<file path="src/rtl/tm_if_neuron.sv">
module tm_if_neuron #(
  parameter int NEURONS   = 4,
  parameter int PSUM_W    = 10,
  parameter int POT_W     = 12,
  parameter int MAX_SLOTS = 8,
  localparam int NRN_W  = (NEURONS > 1) ? $clog2(NEURONS) : 1,
  localparam int SLOT_W = (MAX_SLOTS > 1) ? $clog2(MAX_SLOTS) : 1,
  localparam int CNT_W  = SLOT_W + 1
) (
  input  logic                     clk,
  input  logic                     rst_n,
  input  logic                     clear_i,
  input  logic [SLOT_W-1:0]        cfg_last_i,
  input  logic                     cfg_ext_en_i,
  input  logic signed [POT_W-1:0]  threshold_i,
  input  logic                     in_valid_i,
  output logic                     in_ready_o,
  input  logic [NRN_W-1:0]         in_nrn_i,
  input  logic [SLOT_W-1:0]        in_slot_i,
  input  logic                     in_ext_i,
  input  logic signed [PSUM_W-1:0] in_psum_i,
  output logic                     out_valid_o,
  output logic [NRN_W-1:0]         out_nrn_o,
  output logic                     out_spike_o,
  output logic signed [POT_W-1:0]  out_pot_o
);

  localparam logic signed [POT_W-1:0] POT_MAX = {1'b0, {(POT_W-1){1'b1}}};
  localparam logic signed [POT_W-1:0] POT_MIN = {1'b1, {(POT_W-1){1'b0}}};

  logic signed [POT_W-1:0] pot_q [NEURONS];
  logic [CNT_W-1:0]        cnt_q [NEURONS];

  logic signed [POT_W-1:0] cur_pot;
  logic [CNT_W-1:0]        cur_cnt;
  logic signed [POT_W:0]   wide_sum;
  logic signed [POT_W-1:0] sat_sum;
  logic local_ok, ext_ok, accept, is_final, fire;

  assign in_ready_o = !clear_i;
  assign cur_pot    = pot_q[in_nrn_i];
  assign cur_cnt    = cnt_q[in_nrn_i];

  assign local_ok = !in_ext_i && ({1'b0, in_slot_i} == cur_cnt) && (in_slot_i <= cfg_last_i);
  assign ext_ok   = in_ext_i && cfg_ext_en_i && (cur_cnt == ({1'b0, cfg_last_i} + CNT_W'(1)));
  assign accept   = in_valid_i && in_ready_o && (local_ok || ext_ok);
  assign is_final = ext_ok || (local_ok && !cfg_ext_en_i && (in_slot_i == cfg_last_i));

  assign wide_sum = {cur_pot[POT_W-1], cur_pot}
                  + {{(POT_W+1-PSUM_W){in_psum_i[PSUM_W-1]}}, in_psum_i};

  always_comb begin
    if (wide_sum[POT_W] != wide_sum[POT_W-1])
      sat_sum = wide_sum[POT_W] ? POT_MIN : POT_MAX;
    else
      sat_sum = wide_sum[POT_W-1:0];
  end

  assign fire = sat_sum >= threshold_i;

  always_ff @(posedge clk or negedge rst_n) begin
    if (!rst_n) begin
      for (int i = 0; i < NEURONS; i++) begin
        pot_q[i] <= '0;
        cnt_q[i] <= '0;
      end
      out_valid_o <= 1'b0;
      out_nrn_o   <= '0;
      out_spike_o <= 1'b0;
      out_pot_o   <= '0;
    end else begin
      out_valid_o <= 1'b0;
      out_spike_o <= 1'b0;
      if (clear_i) begin
        for (int i = 0; i < NEURONS; i++) begin
          pot_q[i] <= '0;
          cnt_q[i] <= '0;
        end
      end else if (accept) begin
        if (is_final) begin
          cnt_q[in_nrn_i] <= '0;
          pot_q[in_nrn_i] <= fire ? '0 : sat_sum;
          out_valid_o     <= 1'b1;
          out_nrn_o       <= in_nrn_i;
          out_spike_o     <= fire;
          out_pot_o       <= fire ? '0 : sat_sum;
        end else begin
          cnt_q[in_nrn_i] <= cur_cnt + CNT_W'(1);
          pot_q[in_nrn_i] <= sat_sum;
        end
      end
    end
  end

endmodule

</file>
<file path="config.mk">
export PLATFORM = sky130hd
export DESIGN_NAME = tm_if_neuron
export DESIGN_NICKNAME = d
export VERILOG_FILES = /design/src/rtl/tm_if_neuron.sv
export SDC_FILE = /design/constraint.sdc
export NUM_CORES = 1
export LEC_CHECK = 0
export BUFFER_PORTS_ARGS = -buffer_cell sky130_fd_sc_hd__buf_2
export CAP_MARGIN = 20
export CORE_MARGIN = 2
export CORE_UTILIZATION = 30
export CTS_BUF_LIST = sky130_fd_sc_hd__clkbuf_2
export CTS_CLUSTER_SIZE = 14
export DETAILED_ROUTE_END_ITERATION = 8
export PLACE_DENSITY_LB_ADDON = 0.3
export SYNTH_ARGS = -nofsm -noshare
export SYNTH_HDL_FRONTEND = slang
export SYNTH_SLANG_ARGS = --single-unit
</file>
<file path="constraint.sdc">
create_clock -name clk -period 5.25 [get_ports clk]
set_input_delay 0.2625 -clock clk [delete_from_list [all_inputs] [get_ports clk]]
set_output_delay 0.2625 -clock clk [all_outputs]
set_load 0.02 [all_outputs]
</file>
# Word level (Yosys, flattened, before mapping)
# Index checks and enable logic that the tools add are counted.
# op_classes
addsub,3
n_mul,0
div_mod_pow,0
n_lt_le_gt_ge,4
eq_ne,4
n_shift,0
muxes,28
n_bitwise,4
reduce_logical,16
# op_table
cell,count
$mux W48,3
$bwmux W48,2
$mux W12,6
$mux W16,3
$bmux W12 S2,1
$demux W12 S2,1
$and A16 B16 Y16,1
$bwmux W16,1
$not A16 Y16,1
$add A12 B10 Y13,1
$ge A12 B12 Y1,1
$mux W4,3
$logic_and A1 B1 Y1,9
$bmux W4 S2,1
$demux W4 S2,1
$mux W1,6
$add A3 B1 Y4 const B,1
$add A4 B1 Y4 const B,1
$eq A3 B4 Y1,1
$eq A4 B4 Y1,1
$eq A3 B3 Y1,1
$ge A3 B3 Y1 const B,1
$le A3 B3 Y1,1
$logic_not A1 Y1,3
other kinds (7),8
# totals
regBits,80
latchBits,0
ramBits,0
romBits,0
inputBits,36
output_inout_bits,17
elab_cells,71
memories,0

# Longest topological paths before layout
# logic_depth
depth_word,13
depth_mapped,22
mapped_depth_nobuf,17

# Least setup slack after synthesis
# No wires, ideal clock.
# synth_path
path_kind,input to register
from,input in_nrn_i[0]
to,register pot_q[0] (netlist bit)
setup_ps,67
arrival_time_ps,6001
required_ps,5183
path_slack_ps,-819
path_stages,20
n_path_buf,4
path_cell_list,buf_2 buf_1 buf_1 mux4_2 ha_1 clkbuf_1 a21oi_1 nand3_1 or3_1 o21ai_0 a21oi_1 a2111oi_0 inv_1 ha_1 or4b_2 a21oi_1 o21a_1 a221oi_4 nor3_2 a22o_1
# synth_via
elab_chain_cells,13
word_cells_on_any_way,34
classes_between,add/sub (1); order compare (3); eq/ne (3); mux (16); bitwise (1); reduce/logical (10)
# synth_lines
element,line_no,rtl
"start, declared",18,"input logic [NRN_W-1:0] in_nrn_i,"
$not A2 Y3 (*),--,
$bmux W12 S2 or $bmux W4 S2 (tied branches),"41, 42",
$mux W12 (implied by the code) or $mux W4 (tied branches) (2 in a row),"41, 42",
$add A12 B10 Y13 or $eq A3 B4 Y1 (tied branches),"50, 44",
$mux W12 (tied with other cells),54,sat_sum = wide_sum[POT_W] ? POT_MIN : POT_MAX;
$mux W12 or $logic_and A1 B1 Y1 (tied branches),"53, 44",
$ge A12 B12 Y1 or $logic_and A1 B1 Y1 (tied branches),"59, 47",
$mux W12 or $logic_and A1 B1 Y1 (tied branches),"82, 47",
$bwmux W48 or $logic_or A1 B1 Y1 (tied branches),"82, 47",
$mux W48,80,if (is_final) begin
$mux W48,79,end else if (accept) begin
$mux W48,74,if (clear_i) begin
"end signal, assigned by index",82,pot_q[in_nrn_i] <= fire ? '0 : sat_sum;
"end signal, assigned by index",89,pot_q[in_nrn_i] <= sat_sum;
"end, declared",31,logic signed [POT_W-1:0] pot_q [NEURONS];
# Mark *: on every way between the ends. The rest lies on a longest branch, timed or not. The select of a mux whose other input is x is not followed.
# A chain may end at the register's enable or synchronous reset.

# Worst setup path after layout
# layout_path
from,register pot_q[5] (netlist bit)
to,register pot_q[47] (netlist bit)
# layout_via
elab_chain_cells,12
word_cells_on_any_way,14
classes_between,add/sub (1); order compare (1); eq/ne (1); mux (11)
# layout_lines
element,line_no,rtl
$bmux W12 S2 (*),41,assign cur_pot = pot_q[in_nrn_i];
$mux W12 (implied by the code) (*) (2 in a row),41,
$add A12 B10 Y13 (*),50,"+ {{(POT_W+1-PSUM_W){in_psum_i[PSUM_W-1]}}, in_psum_i};"
$mux W12 or $ne A1 B1 Y1 (tied branches),"54, 53",
$mux W12 (*),53,if (wide_sum[POT_W] != wide_sum[POT_W-1])
$ge A12 B12 Y1,59,assign fire = sat_sum >= threshold_i;
$mux W12,82,
$bwmux W48,82,
$mux W48 (*),80,
$mux W48 (*),79,
$mux W48 (*),74,
# Marks and branches as above.

==> flow_summary.json <==
{
  "outcome": "finished clean",
  "cts_tree": "done",
  "area_growth_syn_to_layout_pct": 22.9,
  "met2_usage": 0.272,
  "fin_setup_tns_ps": 0,
  "total_leakage_power_nw": 2.81,
  "num_vias": 3936,
  "ir_drop_uv": 155,
  "rsz0062_at_grt": "yes",
  "hold_viol": 0,
  "hp-class": "input pin to flop",
  "via_per_inst": 5.21,
  "cts_buffer_depth": 2,
  "synth_compound_area_frac": 0.207,
  "drive_above_1_share": 0.283,
  "grt_pass1_vias": 4068,
  "critPathMaxFanout": 8,
  "min_to": "out_spike_o$_DFF_PN0_",
  "htree_levels": 3,
  "post_drt_wl_per_cell_um": 18.0,
  "synth-edff-count": 0,
  "hold_depth": 3,
  "numPortBuffers": 52,
  "period_share": 0.958,
  "syn_area_per_cell_sq_um": 11.0,
  "synth-adder-area-share": 0.101,
  "gp_congestion": 0.859,
  "antenna_found_initial": 0,
  "min-delay-start": "in_valid_i",
  "p_per_area_nw_per_um2": 217,
  "grt.met3_usage": 0.0357,
  "yosysSeqAreaShare": 0.418,
  "drtIter0Drc": 286,
  "tightest_slew_ps": 814,
  "clk_pin_slew_worst_paths_ps": 230,
  "core_area_sq_um": 15700,
  "n_antenna_cell": 0,
  "post-dp-hpwl_mm": 10.3,
  "cts-root-buf": "clkbuf_2",
  "grt_overflow": 0,
  "synth-simple-area-share": 0.118,
  "required_ps": 5790,
  "start_util": 0.305,
  "grt_pass1_wl_mm": 21.6,
  "grtUsageMet1": 0.228,
  "finalWirelength_mm": 13.6,
  "drc_errors": 0,
  "reg2reg_slack_ps": 220,
  "clkSinkCount": 80,
  "ys_types": 51,
  "worstRegToRegCells": 19,
  "ys_warn_count": 0,
  "ys_ff_latch": 80,
  "row_count": 46,
  "grt_use_total": 0.167,
  "synth_cells": 436,
  "period_needed_ps": 5030,
  "crit_type": "flop to flop",
  "cp.arrival_ps": 5570,
  "numCtsBuffers": 9,
  "dieArea_sq_um": 17000,
  "synth_top_family_by_area": "compound AO/OA/AOI/OAI gates",
  "cap_violations": 0,
  "detail-route-antenna-nets": 0,
  "synth_xor_area_frac": 0.0329,
  "die_h_um": 130,
  "holdWs_ps": 192,
  "endpoint_kind": "flop",
  "fin_skew_ps": 21.7,
  "setup_viol": 0,
  "synth.area.mux_share": 0.0863,
  "syn_nets": 502,
  "die_x_um": 130,
  "boundaryPins": 53,
  "startpoint_type": "flop",
  "r2r_end": "pot_q[47]$_DFFE_PN0P_",
  "slew_viol_final": 0,
  "netlist_area_sq_um": 4790,
  "async_flop_share": 1.00,
  "relSlewSlack": 0.457,
  "synth-main-ff-cell": "dfrtp_1",
  "clock_latency_ps": 590,
  "first_pass_iters": 5,
  "r2r-start": "pot_q[5]$_DFFE_PN0P_",
  "max_freq_mhz": 199,
  "busiest_layer": "met2",
  "grt_start_max_net_pins": 81,
  "fin_nets": 601
}
[worst max-delay path, stage by stage, from the launching register on]
cell and delay (ps):
dfrtp_1 440, mux4_2 530, ha_1 310, a21oi_1 290, a21oi_1 110, or3_1 400
buf_4 160, nand3_1 80, a21oi_1 90, a2111oi_2 370, inv_1 90, ha_1 190
or4b_2 620, a21oi_1 140, o21a_1 200, a221oi_4 90, buf_4 200, buf_4 150
or3_1 370, a21oi_1 150
[worst max-delay path by stage]
stage | from | endpoint | slack, ps | cells after the start
global placement | in_nrn_i[0] | pot_q[6]$_DFFE_PN0P_ | -40 | 20
detailed placement | in_nrn_i[0] | pot_q[8]$_DFFE_PN0P_ | -170 | 20
finish | pot_q[5]$_DFFE_PN0P_ | pot_q[47]$_DFFE_PN0P_ | 220 | 19
CTS | pot_q[5]$_DFFE_PN0P_ | pot_q[4]$_DFFE_PN0P_ | 70 | 18
floorplan | in_nrn_i[0] | pot_q[11]$_DFFE_PN0P_ | 60 | 20
global route | pot_q[5]$_DFFE_PN0P_ | pot_q[47]$_DFFE_PN0P_ | -3 | 19
[stage by stage]
step | util | area [sq um] | power, mW | instances | worst slack, ps
after floorplan | - | 4800 | 0.779 | 436 | 64.1
after global placement | 0.359 | 5650 | 0.882 | 734 | -44.8
after detailed placement | 0.359 | 5650 | 0.885 | 734 | -170
after CTS | 0.370 | 5820 | 1.29 | 753 | 73.4
after global routing | 0.374 | 5880 | 1.34 | 756 | -3.30
final | 0.374 | 5880 | 1.27 | 756 | 218
[flip-flops by register name, indices dropped and copies added (netlist names)]
signal       cells
pot_q           48
cnt_q           16
out_spike_o      1
out_pot_o       12
out_valid_o      1
out_nrn_o        2
[report_power, final]
| group | internal [mW] | total (mW) | switching [mW] |
|---|---|---|---|
| Clock | 0.158 | 0.396 | 0.237 |
| Combinational | 0.100 | 0.242 | 0.142 |
| Sequential | 0.630 | 0.637 | 0.00692 |
| Total | 0.889 | 1.27 | 0.386 |
[routing by layer]
metal  share of wire  vias to the layer above  wire length (um)
met4           0.012                        0               164
met5               0                        -                 0
met1            0.46                     1951              6300
met3           0.051                        9               693
met2            0.47                      118              6430
li1                -                     1858                 -
[synthesized netlist by cell type, types with 3 or more instances]
cell	instances	share of area
dfrtp_1	80	0.42
a22o_1	51	0.093
ha_1	29	0.076
inv_1	23	0.018
a21oi_1	21	0.022
nand2_1	21	0.016
nor2_1	19	0.015
nand3_1	17	0.018
mux4_2	16	0.075
clkbuf_1	13	0.010
o21ai_0	13	0.014
xnor2_1	11	0.020
maj3_1	10	0.021
o2bb2ai_1	8	0.015
a21o_1	7	0.011
nand2b_1	7	0.0091
or3_1	7	0.0091
xor2_1	7	0.013
nor2b_1	5	0.0065
nor3_1	5	0.0052
a32o_1	4	0.0084
and3_1	4	0.0052
buf_2	4	0.0042
nor2_2	4	0.0052
o211ai_1	4	0.0063
a211oi_1	3	0.0047
a32oi_1	3	0.0055
mux2i_1	3	0.0063
nand4_1	3	0.0039
o31ai_1	3	0.0047
[layout by cell type, fill, tap and decap left out, types with 8 or more instances in the layout]
| cell type | netlist | layout |
|---|---|---|
| dfrtp_1 | 80 | 80 |
| a22o_1 | 51 | 51 |
| buf_2 | 4 | 51 |
| buf_4 | 0 | 49 |
| ha_1 | 29 | 29 |
| inv_1 | 23 | 23 |
| nand2_1 | 21 | 21 |
| a21oi_1 | 21 | 20 |
| nor2_1 | 19 | 19 |
| nand3_1 | 17 | 17 |
| mux4_2 | 16 | 16 |
| o21ai_0 | 13 | 13 |
| xnor2_1 | 11 | 11 |
| maj3_1 | 10 | 10 |
| clkbuf_2 | 0 | 9 |
| o2bb2ai_1 | 8 | 8 |
[layout make-up]
| type | count | area [sq um] |
|---|---|---|
| fill | 1545 | 9830 |
| multi-input combinational | 313 | 2630 |
| sequential | 80 | 2000 |
| timing repair buffer | 108 | 751 |
| tap | 216 | 270 |
| clock inverter | 7 | 95.1 |
| inverter | 23 | 86.3 |
| clock buffer | 9 | 45.0 |
[kinds of logic (layout without fill, tap and decap cells)]
logic type      Yosys count  after routing
fa+ha+maj                40             40
xor+xnor                 18             18
flops                    80             80
mux                      21             21
simple gates            107            107
compound gates          127            127
buf+inv                  43            147
[timing repair]
item	4_1_cts	5_1_grt
gates resized for setup	0	1
hold buffers	3	1
buffers inserted	0	1
setup endpoints to repair	0	12
hold endpoints to repair	86	8
Note: power is estimated with default switching activity, not from simulation.
